## config.mk

```make
export PLATFORM = sky130hd
export DESIGN_NAME = contention_gen
export DESIGN_NICKNAME = d
export VERILOG_FILES = /design/src/rtl/contention_pkg.sv /design/src/rtl/frame_pos_ctr.sv /design/src/rtl/pos_lag.sv /design/src/rtl/contend_window.sv /design/src/rtl/contention_gen.sv
export SDC_FILE = /design/constraint.sdc
export NUM_CORES = 1
export LEC_CHECK = 0
export BUFFER_PORTS_ARGS = -buffer_cell sky130_fd_sc_hd__buf_2
export CORE_MARGIN = 2
export CORE_UTILIZATION = 40
export CTS_CLUSTER_SIZE = 25
export DETAILED_ROUTE_END_ITERATION = 16
export PLACE_DENSITY_LB_ADDON = 0.3
export SKIP_LAST_GASP = 1
export SYNTH_ARGS = -nofsm -noshare
export SYNTH_HDL_FRONTEND = slang
export SYNTH_SLANG_ARGS = --single-unit
```

## constraint.sdc

```tcl
create_clock -name clk_i -period 5.1 [get_ports clk_i]
set_clock_uncertainty 0.1 [all_clocks]
set_input_delay 0 -clock clk_i [delete_from_list [all_inputs] [get_ports clk_i]]
set_output_delay 0 -clock clk_i [all_outputs]
set_load 0.005 [all_outputs]
```

## src/rtl/contention_pkg.sv

```systemverilog
package contention_pkg;
  typedef enum logic {MACH_EARLY = 1'b0, MACH_LATE = 1'b1} mach_e;

  // wait T-states for step k of the 8-step pattern
  function automatic logic [2:0] step_delay(input mach_e mach, input logic [2:0] k);
    if (mach == MACH_EARLY) return (k < 3'd6) ? 3'd6 - k : 3'd0;
    if (k == 3'd0) return 3'd1;
    if (k == 3'd1) return 3'd0;
    return 3'(4'd9 - {1'b0, k});
  endfunction
endpackage

```

## src/rtl/frame_pos_ctr.sv

```systemverilog
module frame_pos_ctr #(
  parameter int LINE_T      = 228,
  parameter int FRAME_LINES = 311,
  parameter int TW          = 8,
  parameter int LW          = 9
) (
  input  logic          clk_i,
  input  logic          rst_ni,
  input  logic          ce_i,
  output logic [TW-1:0] t_o,
  output logic [LW-1:0] line_o
);
  localparam logic [TW-1:0] T_LAST = TW'(LINE_T - 1);
  localparam logic [LW-1:0] L_LAST = LW'(FRAME_LINES - 1);

  logic [TW-1:0] t_q;
  logic [LW-1:0] line_q;

  always_ff @(posedge clk_i or negedge rst_ni) begin
    if (!rst_ni) begin
      t_q    <= '0;
      line_q <= '0;
    end else if (ce_i) begin
      if (t_q == T_LAST) begin
        t_q    <= '0;
        line_q <= (line_q == L_LAST) ? '0 : line_q + 1'b1;
      end else begin
        t_q <= t_q + 1'b1;
      end
    end
  end

  assign t_o    = t_q;
  assign line_o = line_q;
endmodule

```

## src/rtl/pos_lag.sv

```systemverilog
module pos_lag #(
  parameter int LINE_T      = 228,
  parameter int FRAME_LINES = 311,
  parameter int TW          = 8,
  parameter int LW          = 9
) (
  input  logic          clk_i,
  input  logic          rst_ni,
  input  logic          ce_i,
  input  logic [TW-1:0] t_i,
  input  logic [LW-1:0] line_i,
  output logic [TW-1:0] t_o,
  output logic [LW-1:0] line_o
);
  // previous position; reset value is the last T-state of the frame
  always_ff @(posedge clk_i or negedge rst_ni) begin
    if (!rst_ni) begin
      t_o    <= TW'(LINE_T - 1);
      line_o <= LW'(FRAME_LINES - 1);
    end else if (ce_i) begin
      t_o    <= t_i;
      line_o <= line_i;
    end
  end
endmodule

```

## src/rtl/contend_window.sv

```systemverilog
module contend_window
  import contention_pkg::*;
#(
  parameter mach_e MACH      = MACH_EARLY,
  parameter int    START     = 5,
  parameter int    WIN       = 128,
  parameter int    PIC_LINE  = 63,
  parameter int    PIC_LINES = 192,
  parameter int    TW        = 8,
  parameter int    LW        = 9
) (
  input  logic [TW-1:0] t_i,
  input  logic [LW-1:0] line_i,
  output logic [2:0]    delay_o
);
  localparam logic [TW-1:0] T_LO = TW'(START);
  localparam logic [TW-1:0] T_HI = TW'(START + WIN);
  localparam logic [LW-1:0] L_LO = LW'(PIC_LINE);
  localparam logic [LW-1:0] L_HI = LW'(PIC_LINE + PIC_LINES);

  logic [TW-1:0] off;
  logic          in_win;

  always_comb begin
    off     = t_i - T_LO;
    in_win  = (line_i >= L_LO) && (line_i < L_HI) && (t_i >= T_LO) && (t_i < T_HI);
    delay_o = in_win ? step_delay(MACH, off[2:0]) : 3'd0;
  end
endmodule

```

## src/rtl/contention_gen.sv

```systemverilog
module contention_gen
  import contention_pkg::*;
#(
  parameter int LINE_T      = 228,
  parameter int FRAME_LINES = 311,
  parameter int PIC_LINE    = 63,
  parameter int PIC_LINES   = 192,
  parameter int IRQ_LEN     = 32,
  parameter int START_EARLY = 5,
  parameter int WIN_EARLY   = 128,
  parameter int START_LATE  = 9,
  parameter int WIN_LATE    = 130,
  localparam int TW = $clog2(LINE_T),
  localparam int LW = $clog2(FRAME_LINES)
) (
  input  logic          clk_i,
  input  logic          rst_ni,
  input  logic          ce_i,
  input  logic          mode_i,
  input  logic          shift_i,
  input  logic          req_i,
  input  logic          contended_i,
  output logic [2:0]    delay_o,
  output logic          irq_o,
  output logic [LW-1:0] line_o,
  output logic [TW-1:0] tstate_o
);
  localparam logic [TW-1:0] IRQ_T = TW'(IRQ_LEN);

  logic [TW-1:0] cur_t, lag_t, eff_t;
  logic [LW-1:0] cur_line, lag_line, eff_line;
  logic [2:0]    win_delay [2];

  frame_pos_ctr #(.LINE_T(LINE_T), .FRAME_LINES(FRAME_LINES), .TW(TW), .LW(LW)) u_ctr (
    .clk_i(clk_i), .rst_ni(rst_ni), .ce_i(ce_i), .t_o(cur_t), .line_o(cur_line)
  );

  pos_lag #(.LINE_T(LINE_T), .FRAME_LINES(FRAME_LINES), .TW(TW), .LW(LW)) u_lag (
    .clk_i(clk_i), .rst_ni(rst_ni), .ce_i(ce_i), .t_i(cur_t), .line_i(cur_line),
    .t_o(lag_t), .line_o(lag_line)
  );

  assign eff_t    = shift_i ? lag_t : cur_t;
  assign eff_line = shift_i ? lag_line : cur_line;

  for (genvar m = 0; m < 2; m++) begin : g_mach
    contend_window #(
      .MACH     (m == 0 ? MACH_EARLY : MACH_LATE),
      .START    (m == 0 ? START_EARLY : START_LATE),
      .WIN      (m == 0 ? WIN_EARLY : WIN_LATE),
      .PIC_LINE (PIC_LINE),
      .PIC_LINES(PIC_LINES),
      .TW       (TW),
      .LW       (LW)
    ) u_win (
      .t_i(eff_t), .line_i(eff_line), .delay_o(win_delay[m])
    );
  end

  assign delay_o  = (req_i && contended_i) ? win_delay[mode_i] : 3'd0;
  assign irq_o    = (eff_line == '0) && (eff_t < IRQ_T);
  assign line_o   = cur_line;
  assign tstate_o = cur_t;
endmodule

```

======== Yosys cells after proc, flatten, opt, wreduce, memory -nomap -nowiden ========
Cells that the tools add are included.
operators by class
  add/subtract/negate cells ............... 6
  multiply operators ...................... 0
  divide/modulo/power cells ............... 0
  order comparisons ....................... 9
  equality and inequality tests ........... 3
  shift operators ......................... 0
  multiplexer cells ....................... 18
  bitwise logic cells ..................... 1
  reductions and logical operators ........ 10
operator list
  kind                 number
  $mux 3               11
  $mux 9               2
  $lt 8x8->1 const B   2
  $mux 8               2
  $add 9x1->9 const B  1
  $eq 9x9->1 const B   1
  $ge 9x6->1 const B   1
  $logic_not 9->1      1
  $lt 9x8->1 const B   1
  $add 8x1->8 const B  1
  $eq 8x8->1 const B   1
  $ge 8x3->1 const B   1
  $ge 8x4->1 const B   1
  $lt 8x6->1 const B   1
  $logic_and 1x1->1    7
  $eq 3x1->1 const B   1
  $logic_not 3->1      1
  $lt 3x3->1 const B   1
  $mux 1               3
  $sub 1x3->3 const A  1
  $sub 3x1->3 const B  1
  $sub 3x3->3 const A  1
  $sub 3x3->3 const B  1
  $ge 2x2->1 const B   1
  2 further kinds      2
storage, ports and cells
  bits in registers ....................... 34
  bits in latches ......................... 0
  RAM bits ................................ 0
  bits in read-only memories .............. 0
  input port bits ......................... 7
  output and inout bits ................... 21
  logic and storage cells ................. 51
  memories kept ........................... 0

======== Depth between registers and ports, before layout ========
  depth after elaboration ................. 12
  mapped depth ............................ 10
  gate-level depth less buffers ........... 8

======== By module ========
Synthesis repeated with hierarchy kept, for this count alone.
unflattened totals
  cell total of the unflattened synthesis .. 216
  area total of the unflattened synthesis .. 2326.0 um2
modules (own cells, without submodules)
  module                            instances  cells each  area an instance (um2)  sequential area each (um2)
  frame_pos_ctr                     1          91          935.9                   425.4
  pos_lag                           1          36          698.2                   437.9
  contention_gen                    1          38          321.6                   0.0
  contend_window (g_mach[1].u_win)  1          26          186.4                   0.0
  contend_window (g_mach[0].u_win)  1          25          183.9                   0.0

======== Worst setup path before layout ========
Ideal clock, no wire load.
  kind .................................... reg2out
  start ................................... register u_lag.t_o[1]
  end ..................................... output port delay_o[0]
  arrival time ............................ 2.065 ns
  data required time ...................... 5.000 ns
  path slack .............................. 2.935 ns
  stages on the path, launching flop included .. 9
  buffers on the path ..................... 0
  cell sequence ........................... dfstp_2 mux2i_1 ha_1 xnor2_1 ha_1 nand2_1 a221oi_2 nand4_1 a21oi_1
between the ends
  word-level cells in the longest chain between the ends .. 12
  elaborated cells between the ends (all ways) .. 27
  those cells by class .................... add/sub: 2; order compare: 5; eq/ne: 1; mux: 14; reduce/logical: 5
ends and longest elaborated chain
  item                                            RTL line              RTL
  start, declared                                 pos_lag.sv:12         output logic [TW-1:0] t_o,
  start signal, assigned                          pos_lag.sv:18         t_o <= TW'(LINE_T - 1);
  start signal, assigned                          pos_lag.sv:21         t_o <= t_i;
  $mux 8 (*)                                      contention_gen.sv:43  assign eff_t = shift_i ? lag_t : cur_t;
  $sub 3x1->3                                     contend_window.sv:25  off = t_i - T_LO;
  $eq 3x1->1                                      contention_pkg.sv:8   if (k == 3'd1) return 3'd0;
  $mux 1 (2 in series)                            contention_pkg.sv:8
  $mux 3                                          contention_pkg.sv:9   return 3'(4'd9 - {1'b0, k});
  $mux 3                                          contention_pkg.sv:8
  $mux 3                                          contend_window.sv:27  delay_o = in_win ? step_delay(MACH, off[2:0]) : 3'd0;
  $mux 3 (not written as such) (*) (3 in series)  contention_gen.sv:60  assign delay_o = (req_i && contended_i) ? win_delay[mode_i] : 3'd0;
  $mux 3 (*)                                      contention_gen.sv:60
  end, declared                                   contention_gen.sv:23  output logic [2:0] delay_o,
Every way passes the cells marked *; elsewhere a longest branch is shown, timed or not. The select of a mux whose other input is x is not followed.

======== Worst setup path in the final report ========
  start ................................... register u_lag.t_o[1]
  end ..................................... output port delay_o[1]
Same word-level chain as after synthesis.

==> impl_metrics.py <==
metrics = {
    "run_status": {
        "outcome": "finished, final reports clean",
    },
    "min_path": {
        "hold_start": "ce_i",
        "whs_endpoint": "u_lag.t_o[3]",
        "whs_path_depth": 3,
        "hold_class": "in -> reg",
    },
    "cts": {
        "max-clock-path-buffers": 2,
        "htreeDepth": 2,
        "clk_latency_ps": 290,
        "cts_tree": "yes",
        "cts_resized": 0,
        "cts_root_buffer": "clkbuf_8",
        "hold_buffers": 1,
        "clock_sinks": 34,
        "cts_setup_buffers": 0,
        "path_clk_slew_ps": 70,
        "numCtsBuffers": 5,
    },
    "floorplanning": {
        "initial_utilization_pct": 42.3,
        "core-area_um2": 4790,
        "chipHeight_um": 75.1,
        "ios": 28,
        "die_x_um": 75.1,
        "die_area_um2": 5640,
        "placementRows": 25,
    },
    "setup_path": {
        "critPathMaxStageDelay_ps": 530,
        "path_class": "reg -> out",
        "startpoint_type": "register",
        "rr_endpoint": "u_ctr.line_o[4]",
        "cp.buffers_inverters": 1,
        "endpoint_kind": "primary output",
        "required_ps": 5000,
        "cp_cell_sequence": "mux2i_1 > ha_1 > xnor2_1 > ha_1 > nand2_1 > a221oi_2 > nand4_1 > a21oi_1 > buf_2",
        "path_max_fanout": 5,
        "reg2reg_slack_ps": 3080,
        "cp_top_family": "adder cells",
        "crit_cells": 9,
        "slowest_stage": "dfstp_2",
        "ff2ff_path_depth": 6,
        "crit_top_cell": "ha_1",
        "reg2reg_from": "u_ctr.t_o[0]",
        "crit_arrival_ps": 2770,
    },
    "synth": {
        "ys_ff_latch": 34,
        "postSynthAreaPerCell_um2": 10.4,
        "synth_edf_count": 0,
        "ys_warn_count": 0,
        "synth-main-ff-cell": "dfrtp_1",
        "ys_seq_area_share_pct": 42.7,
        "synth_compound_area_share_pct": 9.83,
        "syn_nets": 212,
        "synth_top_family_by_area": "simple AND/OR/NAND/NOR gates",
        "synth_fa_ha_area_share_pct": 6.18,
        "synthXorXnorAreaFrac_pct": 4.33,
        "synth_mux_area_share_pct": 13.7,
        "syn_area_um2": 2020,
        "syn_inst": 195,
        "ys_types": 44,
        "async_flop_share_pct": 100,
        "synth_simple_gate_area_share_pct": 19.9,
    },
    "route": {
        "finalWirelength_mm": 4.19,
        "routed_via_density": 5.34,
        "via_count": 1550,
        "drt_iter0_drc": 107,
        "drtPass1Iterations": 4,
        "wl_per_cell_um": 14.4,
        "drc_errors": 0,
        "ant_nets": 0,
    },
    "power_and_ir_drop": {
        "vdd_drop_max_v": 0.000216,
        "powerDensity_nw_per_um2": 437,
        "leakagePower_uw": 0.00103,
    },
    "cells_and_area": {
        "layoutNonFillerInstCount": 290,
        "fin_nets": 239,
        "nFillCells": 444,
        "drive_gt1_share_pct": 32.3,
        "seqCellArea_um2": 863,
        "multi_input_area_um2": 1090,
        "n_antenna_cell": 0,
        "area_growth_pct": 14.8,
    },
    "timing": {
        "setup_viol": 0,
        "post-route-period-util_pct": 56.2,
        "grt_setup_unrepaired": "no",
        "tightestPinTransition_ps": 747,
        "finalSetupTns_ps": 0,
        "finalMaxSlewViolations": 0,
        "hold_violations": 0,
        "min_period_ps": 2870,
        "max_freq_mhz": 349,
        "slew_headroom_pct": 50.2,
    },
    "global_route": {
        "grt.total_usage_pct": 16.4,
        "grt_pass1_wl_mm": 6.97,
        "grt-ovfl-total": 0,
        "antenna_found_initial": 0,
        "grt_max_degree": 35,
        "grt_pass1_vias": 1419,
    },
    "placed_design": {
        "finalWeightedCongestion": 0.852,
        "portBuffers": 27,
        "placedCellCount": 281,
        "dp_hpwl_mm": 2.90,
    },
    "flow_run": {
        "drv_cap": 0,
    },
}
[layout make-up]
| cell class | instances | area share, % |
|---|---|---|
| sequential | 34 | 37.2 |
| multi-input combinational | 146 | 47.0 |
| tap | 67 | 3.61 |
| clock buffer | 5 | 2.96 |
| inverter | 6 | 0.969 |
| timing repair buffer | 29 | 6.57 |
| clock inverter | 3 | 1.72 |
[metrics by stage]
stage	util, %	cell area, um^2	hold slack (ps)	worst slack, ps	total power (uW)
after floorplan	-	2020	-396	2940	673
after global placement	46.1	2200	18.2	2650	768
after detailed placement	46.1	2200	15.7	2580	775
after CTS	48.5	2320	135	2290	1020
after global routing	48.5	2320	160	2070	1090
final	48.5	2320	136	2230	1020
[flip-flops by register name, summed over array words and instances, names as in the netlist]
name and flops:
u_ctr.line_o 9, u_lag.t_o 8, u_ctr.t_o 8, u_lag.line_o 9
[worst max path at each step]
| stage | from | to | slack (ps) |
|---|---|---|---|
| 2_1_floorplan | u_lag.t_o[1] | delay_o[0] | 2940 |
| 3_3_place_gp | shift_i | delay_o[0] | 2650 |
| 3_5_place_dp | shift_i | delay_o[0] | 2580 |
| 4_1_cts | u_lag.t_o[1] | delay_o[0] | 2290 |
| 5_1_grt | u_lag.t_o[1] | delay_o[2] | 2070 |
| 6_report | u_lag.t_o[1] | delay_o[1] | 2230 |
[metal layers]
layer	GRT usage [%]	routed length [um]
met1	23.8	2100
met3	4.02	136
met2	24.4	1910
met5	0	0
met4	4.96	41
[power breakdown]
part | leakage (uW) | switching (uW) | internal (uW) | total [uW]
clock network | 0.0000579 | 99.8 | 144 | 244
registers | 0.000422 | 83.9 | 331 | 415
logic | 0.000552 | 182 | 174 | 357
total | 0.00103 | 366 | 650 | 1020
[cells by family after synthesis]
family                     Yosys count
muxes                               25
adders and majority gates           10
xor gates and xnor gates            10
and+or+nand+nor                     70
buffers and inverters               15
DFF                                 34
AOI/OAI and AO/OA                   31
[placed cells by master (no fill, tap or decap), types with 2 or more instances in the layout]
| cell type | count |
|---|---|
| o31ai_1 | 2 |
| xnor2_1 | 8 |
| inv_1 | 5 |
| nand2b_1 | 5 |
| nor4_2 | 3 |
| nand4_1 | 9 |
| clkbuf_8 | 5 |
| dfrtp_1 | 24 |
| o21ai_1 | 7 |
| o21ai_0 | 6 |
| a21oi_1 | 5 |
| ha_1 | 10 |
| clkinv_2 | 2 |
| buf_2 | 27 |
| mux2_2 | 18 |
| mux2i_1 | 6 |
| dfstp_2 | 10 |
| nor2_1 | 12 |
| nor3_1 | 2 |
| or4_1 | 2 |
| xor2_1 | 2 |
| and3_1 | 4 |
| nand2_1 | 17 |
| nor4_1 | 4 |
| nand3_1 | 7 |
[synthesized netlist by cell type (2+ instances only)]
library cell / count / area [um^2]
o31ai_1: 2 / 15.0
ha_1: 10 / 125
nand2_1: 17 / 63.8
nand2b_1: 5 / 31.3
dfrtp_1: 24 / 601
nor4_1: 4 / 25.0
nor2_1: 12 / 45.0
nor4_2: 3 / 37.5
o21ai_0: 6 / 30.0
clkbuf_1: 3 / 11.3
and3_1: 4 / 25.0
a21oi_1: 5 / 25.0
or4_1: 2 / 15.0
xor2_1: 2 / 17.5
xnor2_1: 8 / 70.1
buf_1: 2 / 7.51
dfstp_2: 10 / 263
inv_1: 5 / 18.8
nand4_1: 9 / 56.3
buf_2: 3 / 15.0
mux2i_1: 6 / 60.1
nor3_1: 2 / 10.0
o21ai_1: 7 / 35.0
nand3_1: 7 / 35.0
mux2_2: 18 / 203
[worst reg2reg max path, delay by kind of cell (launching register included)]
family	cells	cell delay, ps
AO/OA/AOI/OAI	2	160
adder cells (fa/ha/maj)	1	220
flip-flops	1	450
AND/OR/NAND/NOR	3	1000
Note: power is estimated with default switching activity, not from simulation.
